**config.mk**
```make
export PLATFORM = sky130hd
export DESIGN_NAME = dbs_sequencer
export DESIGN_NICKNAME = d
export VERILOG_FILES = /design/src/rtl/dbs_pkg.sv /design/src/rtl/dbs_ctrl.sv /design/src/rtl/dbs_datapath.sv /design/src/rtl/dbs_sequencer.sv
export SDC_FILE = /design/constraint.sdc
export NUM_CORES = 1
export LEC_CHECK = 0
export ABC_AREA = 1
export BUFFER_PORTS_ARGS = -buffer_cell sky130_fd_sc_hd__buf_4
export CORE_MARGIN = 2
export CORE_UTILIZATION = 45
export CTS_CLUSTER_SIZE = 12
export DETAILED_ROUTE_END_ITERATION = 10
export PLACE_DENSITY = 0.72
export RECOVER_POWER = 100
export REMOVE_ABC_BUFFERS = 1
export SLEW_MARGIN = 0
export SYNTH_ARGS = -nofsm -noshare
export SYNTH_HDL_FRONTEND = slang
export SYNTH_SLANG_ARGS = --single-unit
```
**constraint.sdc**
```tcl
create_clock -name clk -period 2.48 [get_ports clk]
set_input_delay 0.124 -clock clk [delete_from_list [all_inputs] [get_ports clk]]
set_output_delay 0.124 -clock clk [all_outputs]
set_load 0.02 [all_outputs]
```
**src/rtl/dbs_pkg.sv**
```systemverilog
package dbs_pkg;
  localparam int OPER_W = 32;
  localparam int LANE_W = 16;
  localparam int CNT_W  = 3;

  localparam logic [1:0] REQ_BYTE = 2'd0;
  localparam logic [1:0] REQ_WORD = 2'd1;
  localparam logic [1:0] REQ_LONG = 2'd2;
  localparam logic [1:0] REQ_RSVD = 2'd3;

  localparam logic [1:0] ACK_PORT8  = 2'b10;
  localparam logic [1:0] ACK_PORT16 = 2'b01;

  typedef struct packed {
    logic load;       // take a new request
    logic step;       // current bus cycle acknowledged
    logic twoBytes;   // this acknowledge moved two bytes
    logic loLane;     // single byte travelled on the lower lane
    logic lastInPiece;// one byte owed in the current piece
  } dbsStrobe_t;
endpackage

```
**src/rtl/dbs_ctrl.sv**
```systemverilog
module dbs_ctrl
  import dbs_pkg::*;
(
  input  logic             clk,
  input  logic             rst_n,
  input  logic             reqValid,
  input  logic [1:0]       reqSize,
  input  logic             reqAddr0,
  input  logic             curAddr0,
  input  logic [1:0]       ackN,
  output logic             busy,
  output logic [1:0]       sizCode,
  output logic             done,
  output dbsStrobe_t       stb
);
  logic [CNT_W-1:0] totalRem, pieceRem, reqBytes, stepCnt, pieceNext, totalNext;
  logic acceptReq, ackByte, ackWord, acked, twoBytes;

  always_comb begin
    case (reqSize)
      REQ_BYTE: reqBytes = CNT_W'(1);
      REQ_WORD: reqBytes = CNT_W'(2);
      default:  reqBytes = CNT_W'(4);
    endcase
  end

  assign acceptReq = !busy && reqValid && (reqSize != REQ_RSVD);
  assign ackByte   = (ackN == ACK_PORT8);
  assign ackWord   = (ackN == ACK_PORT16);
  assign acked     = busy && (ackByte || ackWord);
  assign twoBytes  = ackWord && !curAddr0 && (pieceRem >= CNT_W'(2));
  assign stepCnt   = twoBytes ? CNT_W'(2) : CNT_W'(1);
  assign pieceNext = pieceRem - stepCnt;
  assign totalNext = totalRem - stepCnt;

  always_comb begin
    stb.load        = acceptReq;
    stb.step        = acked;
    stb.twoBytes    = twoBytes;
    stb.loLane      = ackWord && curAddr0;
    stb.lastInPiece = (pieceRem == CNT_W'(1));
  end

  always_comb begin
    case (pieceRem)
      CNT_W'(1): sizCode = 2'b01;
      CNT_W'(2): sizCode = 2'b10;
      CNT_W'(3): sizCode = 2'b11;
      default:   sizCode = 2'b00;
    endcase
  end

  always_ff @(posedge clk) begin
    if (!rst_n) begin
      busy     <= 1'b0;
      done     <= 1'b0;
      totalRem <= '0;
      pieceRem <= '0;
    end else begin
      done <= 1'b0;
      if (acceptReq) begin
        busy     <= 1'b1;
        totalRem <= reqBytes;
        pieceRem <= (reqSize == REQ_LONG && reqAddr0) ? CNT_W'(2) : reqBytes;
      end else if (acked) begin
        totalRem <= totalNext;
        if (pieceNext == '0) begin
          pieceRem <= totalNext;
          if (totalNext == '0) begin
            busy <= 1'b0;
            done <= 1'b1;
          end
        end else begin
          pieceRem <= pieceNext;
        end
      end
    end
  end

  // without an acknowledge nothing advances and no request restarts
  a_r2_hold_pending: assert property (@(posedge clk) disable iff (!rst_n)
    busy && !acked |=> busy && $stable(totalRem) && $stable(pieceRem));
  a_r9_done_single: assert property (@(posedge clk) disable iff (!rst_n)
    done |=> !done);
  a_r9_done_idle: assert property (@(posedge clk) disable iff (!rst_n)
    done |-> !busy);
  a_r1_piece_bounded: assert property (@(posedge clk) disable iff (!rst_n)
    busy |-> (pieceRem != '0) && (pieceRem <= totalRem));
endmodule

```
**src/rtl/dbs_datapath.sv**
```systemverilog
module dbs_datapath
  import dbs_pkg::*;
#(
  parameter int ADDR_W = 24
) (
  input  logic              clk,
  input  logic              rst_n,
  input  dbsStrobe_t        stb,
  input  logic [1:0]        reqSize,
  input  logic              reqWrite,
  input  logic [ADDR_W-1:0] reqAddr,
  input  logic [OPER_W-1:0] reqData,
  input  logic [LANE_W-1:0] rdData,
  output logic [ADDR_W-1:0] busAddr,
  output logic              busWrite,
  output logic [LANE_W-1:0] wrData,
  output logic [OPER_W-1:0] result
);
  localparam int BYTE_W = 8;
  logic [OPER_W-1:0] opReg, opInit;
  logic [BYTE_W-1:0] op0, op1, rdByte;

  always_comb begin
    case (reqSize)
      REQ_BYTE: opInit = {reqData[BYTE_W-1:0], {(OPER_W-BYTE_W){1'b0}}};
      REQ_WORD: opInit = {reqData[LANE_W-1:0], {(OPER_W-LANE_W){1'b0}}};
      default:  opInit = reqData;
    endcase
  end

  assign op0    = opReg[OPER_W-1 -: BYTE_W];
  assign op1    = opReg[OPER_W-BYTE_W-1 -: BYTE_W];
  assign wrData = {op0, (busAddr[0] || stb.lastInPiece) ? op0 : op1};
  assign rdByte = stb.loLane ? rdData[BYTE_W-1:0] : rdData[LANE_W-1:BYTE_W];

  always_ff @(posedge clk) begin
    if (!rst_n) begin
      busAddr  <= '0;
      busWrite <= 1'b0;
      opReg    <= '0;
      result   <= '0;
    end else if (stb.load) begin
      busAddr  <= reqAddr;
      busWrite <= reqWrite;
      opReg    <= opInit;
      result   <= '0;
    end else if (stb.step) begin
      if (stb.twoBytes) begin
        busAddr <= busAddr + ADDR_W'(2);
        opReg   <= opReg << LANE_W;
        if (!busWrite) result <= {result[OPER_W-LANE_W-1:0], rdData};
      end else begin
        busAddr <= busAddr + ADDR_W'(1);
        opReg   <= opReg << BYTE_W;
        if (!busWrite) result <= {result[OPER_W-BYTE_W-1:0], rdByte};
      end
    end
  end

  a_r5_pair_even: assert property (@(posedge clk) disable iff (!rst_n)
    stb.step && stb.twoBytes |-> !busAddr[0]);
  a_r4_low_lane_odd: assert property (@(posedge clk) disable iff (!rst_n)
    stb.step && stb.loLane |-> busAddr[0]);
  a_r2_addr_hold: assert property (@(posedge clk) disable iff (!rst_n)
    !stb.step && !stb.load |=> $stable(busAddr) && $stable(opReg));
endmodule

```
**src/rtl/dbs_sequencer.sv**
```systemverilog
module dbs_sequencer
  import dbs_pkg::*;
#(
  parameter int ADDR_W = 24
) (
  input  logic              clk,
  input  logic              rst_n,
  input  logic              reqValid,
  input  logic [1:0]        reqSize,
  input  logic              reqWrite,
  input  logic [ADDR_W-1:0] reqAddr,
  input  logic [31:0]       reqData,
  output logic              busy,
  output logic [ADDR_W-1:0] busAddr,
  output logic [1:0]        sizCode,
  output logic              busWrite,
  output logic [15:0]       wrData,
  input  logic [15:0]       rdData,
  input  logic [1:0]        ackN,
  output logic              done,
  output logic [31:0]       result
);
  dbsStrobe_t stb;

  dbs_ctrl u_ctrl (
    .clk      (clk),
    .rst_n    (rst_n),
    .reqValid (reqValid),
    .reqSize  (reqSize),
    .reqAddr0 (reqAddr[0]),
    .curAddr0 (busAddr[0]),
    .ackN     (ackN),
    .busy     (busy),
    .sizCode  (sizCode),
    .done     (done),
    .stb      (stb)
  );

  dbs_datapath #(.ADDR_W(ADDR_W)) u_dp (
    .clk      (clk),
    .rst_n    (rst_n),
    .stb      (stb),
    .reqSize  (reqSize),
    .reqWrite (reqWrite),
    .reqAddr  (reqAddr),
    .reqData  (reqData),
    .rdData   (rdData),
    .busAddr  (busAddr),
    .busWrite (busWrite),
    .wrData   (wrData),
    .result   (result)
  );
endmodule

```
# After elaboration in Yosys (flattened, before gate mapping)
# Cells that the tools add are included.
[totals]
reg_bits = 97
input_bits = 80
wordCells = 72
[op_classes]
add_sub_neg = 4
order_cmp = 1
n_eq_ne = 8
muxes = 26
n_bitwise = 4
reduce_logical = 21
[op_table]
columns = ["operator", "count"]
rows = [
  ["$mux W32", 6],
  ["$mux W24", 3],
  ["$pmux W32 S2", 1],
  ["$add A24 B1 Y24 const B", 1],
  ["$add A24 B2 Y24 const B", 1],
  ["$mux W3", 6],
  ["$mux W8", 2],
  ["$logic_and A1 B1 Y1", 7],
  ["$eq A3 B2 Y1 const B", 2],
  ["$logic_not A3 Y1", 2],
  ["$pmux W2 S3", 1],
  ["$pmux W3 S2", 1],
  ["$reduce_bool A2 Y1", 3],
  ["$sub A3 B3 Y3", 2],
  ["$mux W1", 5],
  ["$eq A2 B1 Y1 const B", 2],
  ["$eq A2 B2 Y1 const B", 2],
  ["$not A1 Y1", 4],
  ["$reduce_or A4 Y1", 1],
  ["$eq A3 B1 Y1 const B", 1],
  ["$ge A3 B2 Y1 const B", 1],
  ["$reduce_and A3 Y1", 1],
  ["$logic_not A1 Y1", 2],
  ["$logic_not A2 Y1", 1],
  ["other kinds (5)", 6],
]

# Logic depth before layout (Yosys ltp)
[depth]
depth_word = 10
depth_mapped = 15

# Cells and area by module
# A second synthesis with hierarchy kept.
[hier_totals]
cells_unflattened = 844
area_unflattened_um2 = 5730.5
[modules_own_cells]
columns = ["mod", "n_inst", "cells_per_inst", "area_per_inst_um2", "seq_area_each_um2"]
rows = [
  ["dbs_datapath", 1, 746, 5073.6, 1781.7],
  ["dbs_ctrl", 1, 98, 656.9, 160.2],
]

# Least setup slack after synthesis
# Ideal clock, no wire load.
[synth_path]
path_type = "reg2reg"
startpoint = "register u_ctrl.pieceRem[2]"
endpoint = "register u_ctrl.busy"
setup_ps = 132
arrival_ps = 2141
t_required_ps = 2348
setup_slack_ps = 206
path_stages_with_launch = 13
synth_period_minus_slack_ps = 2274
path_cell_list = "dfxtp_1 > inv_2 > nand2_4 > nand2_4 > buf_4 > buf_2 > ha_1 > fa_1 > xor2_1 > nor2_1 > nand4_1 > nand2_1 > a21oi_1"
[synth_between]
elab_chain_len = 7
word_cells_on_any_way = 10
[synth_lines]
columns = ["element", "line_no", "source"]
rows = [
  ["start: declaration", "dbs_ctrl.sv:16", "logic [CNT_W-1:0] totalRem, pieceRem, reqBytes, stepCnt, pieceNext, totalNext;"],
  ["start signal: assignment", "dbs_ctrl.sv:64", "pieceRem <= (reqSize == REQ_LONG && reqAddr0) ? CNT_W'(2) : reqBytes;"],
  ["start signal: assignment", "dbs_ctrl.sv:68", "pieceRem <= totalNext;"],
  ["start signal: assignment", "dbs_ctrl.sv:74", "pieceRem <= pieceNext;"],
  ["$ge A3 B2 Y1", "dbs_ctrl.sv:31", "assign twoBytes = ackWord && !curAddr0 && (pieceRem >= CNT_W'(2));"],
  ["$logic_and A1 B1 Y1", "dbs_ctrl.sv:31", ""],
  ["$mux W2", "dbs_ctrl.sv:32", "assign stepCnt = twoBytes ? CNT_W'(2) : CNT_W'(1);"],
  ["$sub A3 B3 Y3 (on tied branches)", "dbs_ctrl.sv:33, dbs_ctrl.sv:34", ""],
  ["$logic_not A3 Y1 (on tied branches)", "dbs_ctrl.sv:67, dbs_ctrl.sv:69", ""],
  ["$reduce_bool A2 Y1 (no line)", "--", ""],
  ["$reduce_and A3 Y1 (no line) *", "--", ""],
  ["end signal: assignment", "dbs_ctrl.sv:55", "busy <= 1'b0;"],
  ["end signal: assignment", "dbs_ctrl.sv:62", "busy <= 1'b1;"],
  ["end signal: assignment", "dbs_ctrl.sv:70", "busy <= 1'b0;"],
  ["end: declaration", "dbs_ctrl.sv:11", "output logic busy,"],
]
# Mark *: on every way between the ends. The rest lies on a longest branch, timed or not.
# A chain may end at the register's enable or synchronous reset.

# Worst setup path after layout
[layout_path]
startpoint = "register u_ctrl.pieceRem[1]"
endpoint = "output port wrData[3]"
[layout_between]
elab_chain_len = 3
[layout_lines]
columns = ["element", "line_no", "source"]
rows = [
  ["$eq A3 B1 Y1", "dbs_ctrl.sv:41", "stb.lastInPiece = (pieceRem == CNT_W'(1));"],
  ["$logic_or A1 B1 Y1", "dbs_datapath.sv:33", "assign wrData = {op0, (busAddr[0] || stb.lastInPiece) ? op0 : op1};"],
  ["$mux W8", "dbs_datapath.sv:33", ""],
  ["end: declaration", "dbs_sequencer.sv:17", "output logic [15:0] wrData,"],
]
# Every way passes these cells.

==> summary.txt <==
Outcome
  • Status: complete, no violations

Route
  • 1st-pass router iterations: 5
  • DR iter-0 viols: 402
  • WL final: 16800 microns
  • Post-DRT Antenna Nets: 0
  • Routed vias/inst: 5.15
  • DR vias: 6116
  • Number of remaining DRC errors: 0
  • WL/cell: 14.2 microns

Timing
  • Fmax: 446 MHz
  • Final Max Tran Viols: 0
  • Final Cycle Share: 90.3%
  • RSZ-0062 raised after global routing: no
  • Post-Route Setup TNS: 0 ns
  • Hold Violations, Final: 0
  • Worst slew pin tran: 1.22 ns
  • Relative max-transition margin: 18.3%
  • Final setup vio count: 0
  • Minimum clock period after layout: 2.24 ns
  • Skew final: 0.00832 ns
  • Hold slack: 0.0354 ns

Setup path
  • Reg2reg start: u_ctrl.busy
  • R2R setup slack: 0.27 ns
  • CP arrival: 2.12 ns
  • CP Data Required Time: 2.36 ns
  • Crit start category: register
  • Worst Setup SP: u_ctrl.pieceRem[1]
  • WS Path Type: register to output port
  • R2R Path End: u_dp.busAddr[19]
  • Crit-path max FO: 10
  • Reg2reg path depth: 9
  • Worst Setup End Kind: output port

Power and ir drop
  • Pwr Density: 623 nW/um^2
  • Flop pwr share: 41.5%
  • Int Pwr: 2.93 mW
  • Sw power: 1.43 mW
  • Combinational Power Share: 24.4%
  • Leak pwr: 3.10 nW
  • VDD IR-drop max: 0.401 mV
  • Clock network fraction of total power: 34.2%
  • Sw frac: 32.8%

Placed design
  • I/O Buffers: 156
  • HPWL Detailed: 11400 microns
  • Gpl congestion: 0.934

Synth
  • Main synth FF type: dfxtp_1
  • EDFF count, synth: 0
  • Avg Synthesized Cell Area: 6.54 sq um
  • Top cell type's share of synthesized area: 33.4%
  • Post-synthesis cell area: 5820 sq um
  • Post-synthesis cell count: 889
  • Area contributors post-synth: dfxtp_1 (33%), nand2_1 (16%), inv_1 (7.2%), o211ai_1 (6.5%), nand3_1 (6.3%)
  • Fraction of registers with async set/reset: 0%
  • Register area share after synthesis: 33.4%
  • Synth cell types: 40
  • Area leader, netlist: dfxtp_1
  • Yosys Warn Count: 0
  • FF+latch count, synth: 97

GRT
  • First-pass GRT wire length: 28000 microns
  • Overall routing resource usage: 24.5%
  • Number of global-route vias before repair: 5793
  • Grt ovf: 0
  • Initial antenna violation count: 0
  • Largest net degree at the start of global routing: 65

Clock tree
  • CTS buffer count: 9
  • Worst-path clk slew: 0.07 ns
  • Clock Sinks: 97
  • CTS tree: yes
  • # Post-CTS Setup Buffers: 0
  • Root buf cell: clkbuf_16
  • Clock Latency Late Sink: 0.35 ns
  • Htree depth: 3
  • Hold_buf cts: 1
  • Post-CTS Resized: 0
  • Clock tree buffer depth: 2

Layout
  • Number of nets in the layout: 1098
  • Synthesis-to-layout area growth: 20.5%
  • Commonest cells after routing, fill and taps aside: nand2_1 (242), inv_1 (113), dfxtp_1 (97), buf_4 (89), clkbuf_1 (76)
  • Most common cell after layout, fill and taps aside: nand2_1
  • Share of cells above drive strength 1: 13.2%
  • Diode count: 0

Floorplan
  • Core Area: 12600 sq um
  • Row cnt: 41
  • Die height: 118 microns
  • Die area: 13900 sq um
  • Top Ports: 157
  • Initial Utilization: 46.1%
  • Die W: 118 microns

Hold path
  • HP Class: input port to register
  • Hold_sp: reqData[0]
  • Hold Path Stages: 3
  • Min-Delay Endpoint: u_dp.opReg[0]

Job
  • Max-Cap Viols: 0
-- cell type report --
cell class                 count  area, sq um
sequential                    97         1940
multi-input combinational    611         3080
tap                          172          215
clock inverter                 6         82.6
fill                        1346         5610
timing repair buffer         169          995
inverter                     123          464
clock buffer                  10          229
-- synthesized netlist by cell type (4+ instances only) --
| library cell | number |
|---|---|
| dfxtp_1 | 97 |
| inv_1 | 112 |
| nand2_1 | 242 |
| a41oi_1 | 4 |
| buf_4 | 15 |
| o211ai_1 | 50 |
| inv_2 | 9 |
| nor2_1 | 55 |
| buf_2 | 28 |
| nand4_1 | 10 |
| xor2_1 | 6 |
| o21ai_1 | 5 |
| o21ai_0 | 63 |
| nor3_1 | 5 |
| o221ai_1 | 6 |
| clkbuf_1 | 13 |
| ha_1 | 5 |
| a21oi_1 | 48 |
| a31oi_1 | 9 |
| nand3_1 | 73 |
-- power by group through the flow --
stage	registers, mW	clock network, mW	logic [mW]
after global routing	1.83	1.59	1.19
after detailed placement	1.84	0	1.15
after CTS	1.81	1.53	1.16
final	1.81	1.49	1.06
after global placement	1.84	0	1.14
after floorplan	1.92	0	0.579
-- how the worst max path moves through the flow --
stage	cells after the start	slack (ns)	end
2_1_floorplan	8	0.05	u_ctrl.pieceRem[2]
5_1_grt	9	0.04	u_dp.busAddr[18]
6_report	7	0.24	wrData[3]
3_5_place_dp	14	0.19	u_ctrl.pieceRem[2]
4_1_cts	7	0.29	wrData[4]
3_3_place_gp	14	0.26	u_ctrl.pieceRem[2]
-- worst max-delay path, stage by stage, from the launching register on --
cell and delay [ns]:
dfxtp_1 0.33, inv_1 0.17, nand2_4 0.09, o21ai_1 0.51
buf_4 0.28, nand2_1 0.05, o21ai_0 0.07, clkbuf_1 0.25
-- metal layers --
| metal | track usage [%] | share of wire [%] | routed length [microns] | vias up |
|---|---|---|---|---|
| met5 | 0 | 0 | 0 | - |
| met2 | 40.6 | 46 | 7790 | 210 |
| met3 | 7.70 | 8.5 | 1430 | 21 |
| li1 | - | - | - | 3132 |
| met4 | 6.25 | 1.5 | 260 | 0 |
| met1 | 31.0 | 44 | 7370 | 2753 |
-- kinds of logic (layout without fill, tap and decap cells) --
group	count (synthesis)	after routing	share of synthesized area, %
flops	97	97	33.4
compound gates	189	189	19.5
mux	1	1	0.194
simple gates	405	405	30.4
xor+xnor	9	9	1.35
fa+ha+maj	7	7	1.76
buf+inv	181	308	13.4
-- state kept, by name, indices dropped and copies added (netlist names) --
register	count
u_dp.result	32
u_ctrl.done	1
u_dp.opReg	32
u_ctrl.pieceRem	3
u_dp.busAddr	24
u_ctrl.busy	1
u_dp.busWrite	1
u_ctrl.totalRem	3
-- per-stage QoR --
| step | std cells | util (%) | area (sq um) | setup WS [ns] | power [mW] |
|---|---|---|---|---|---|
| 2_1_floorplan | 831 | - | 5500 | 0.0468 | 2.49 |
| 3_3_place_gp | 1171 | 55.5 | 7000 | 0.261 | 2.98 |
| 3_5_place_dp | 1171 | 55.5 | 7000 | 0.192 | 2.99 |
| 4_1_cts | 1188 | 58.0 | 7320 | 0.288 | 4.49 |
| 5_1_grt | 1188 | 55.6 | 7010 | 0.0449 | 4.61 |
| 6_report | 1188 | 55.6 | 7010 | 0.240 | 4.37 |
No activity file was read; power rests on OpenSTA's default activity.
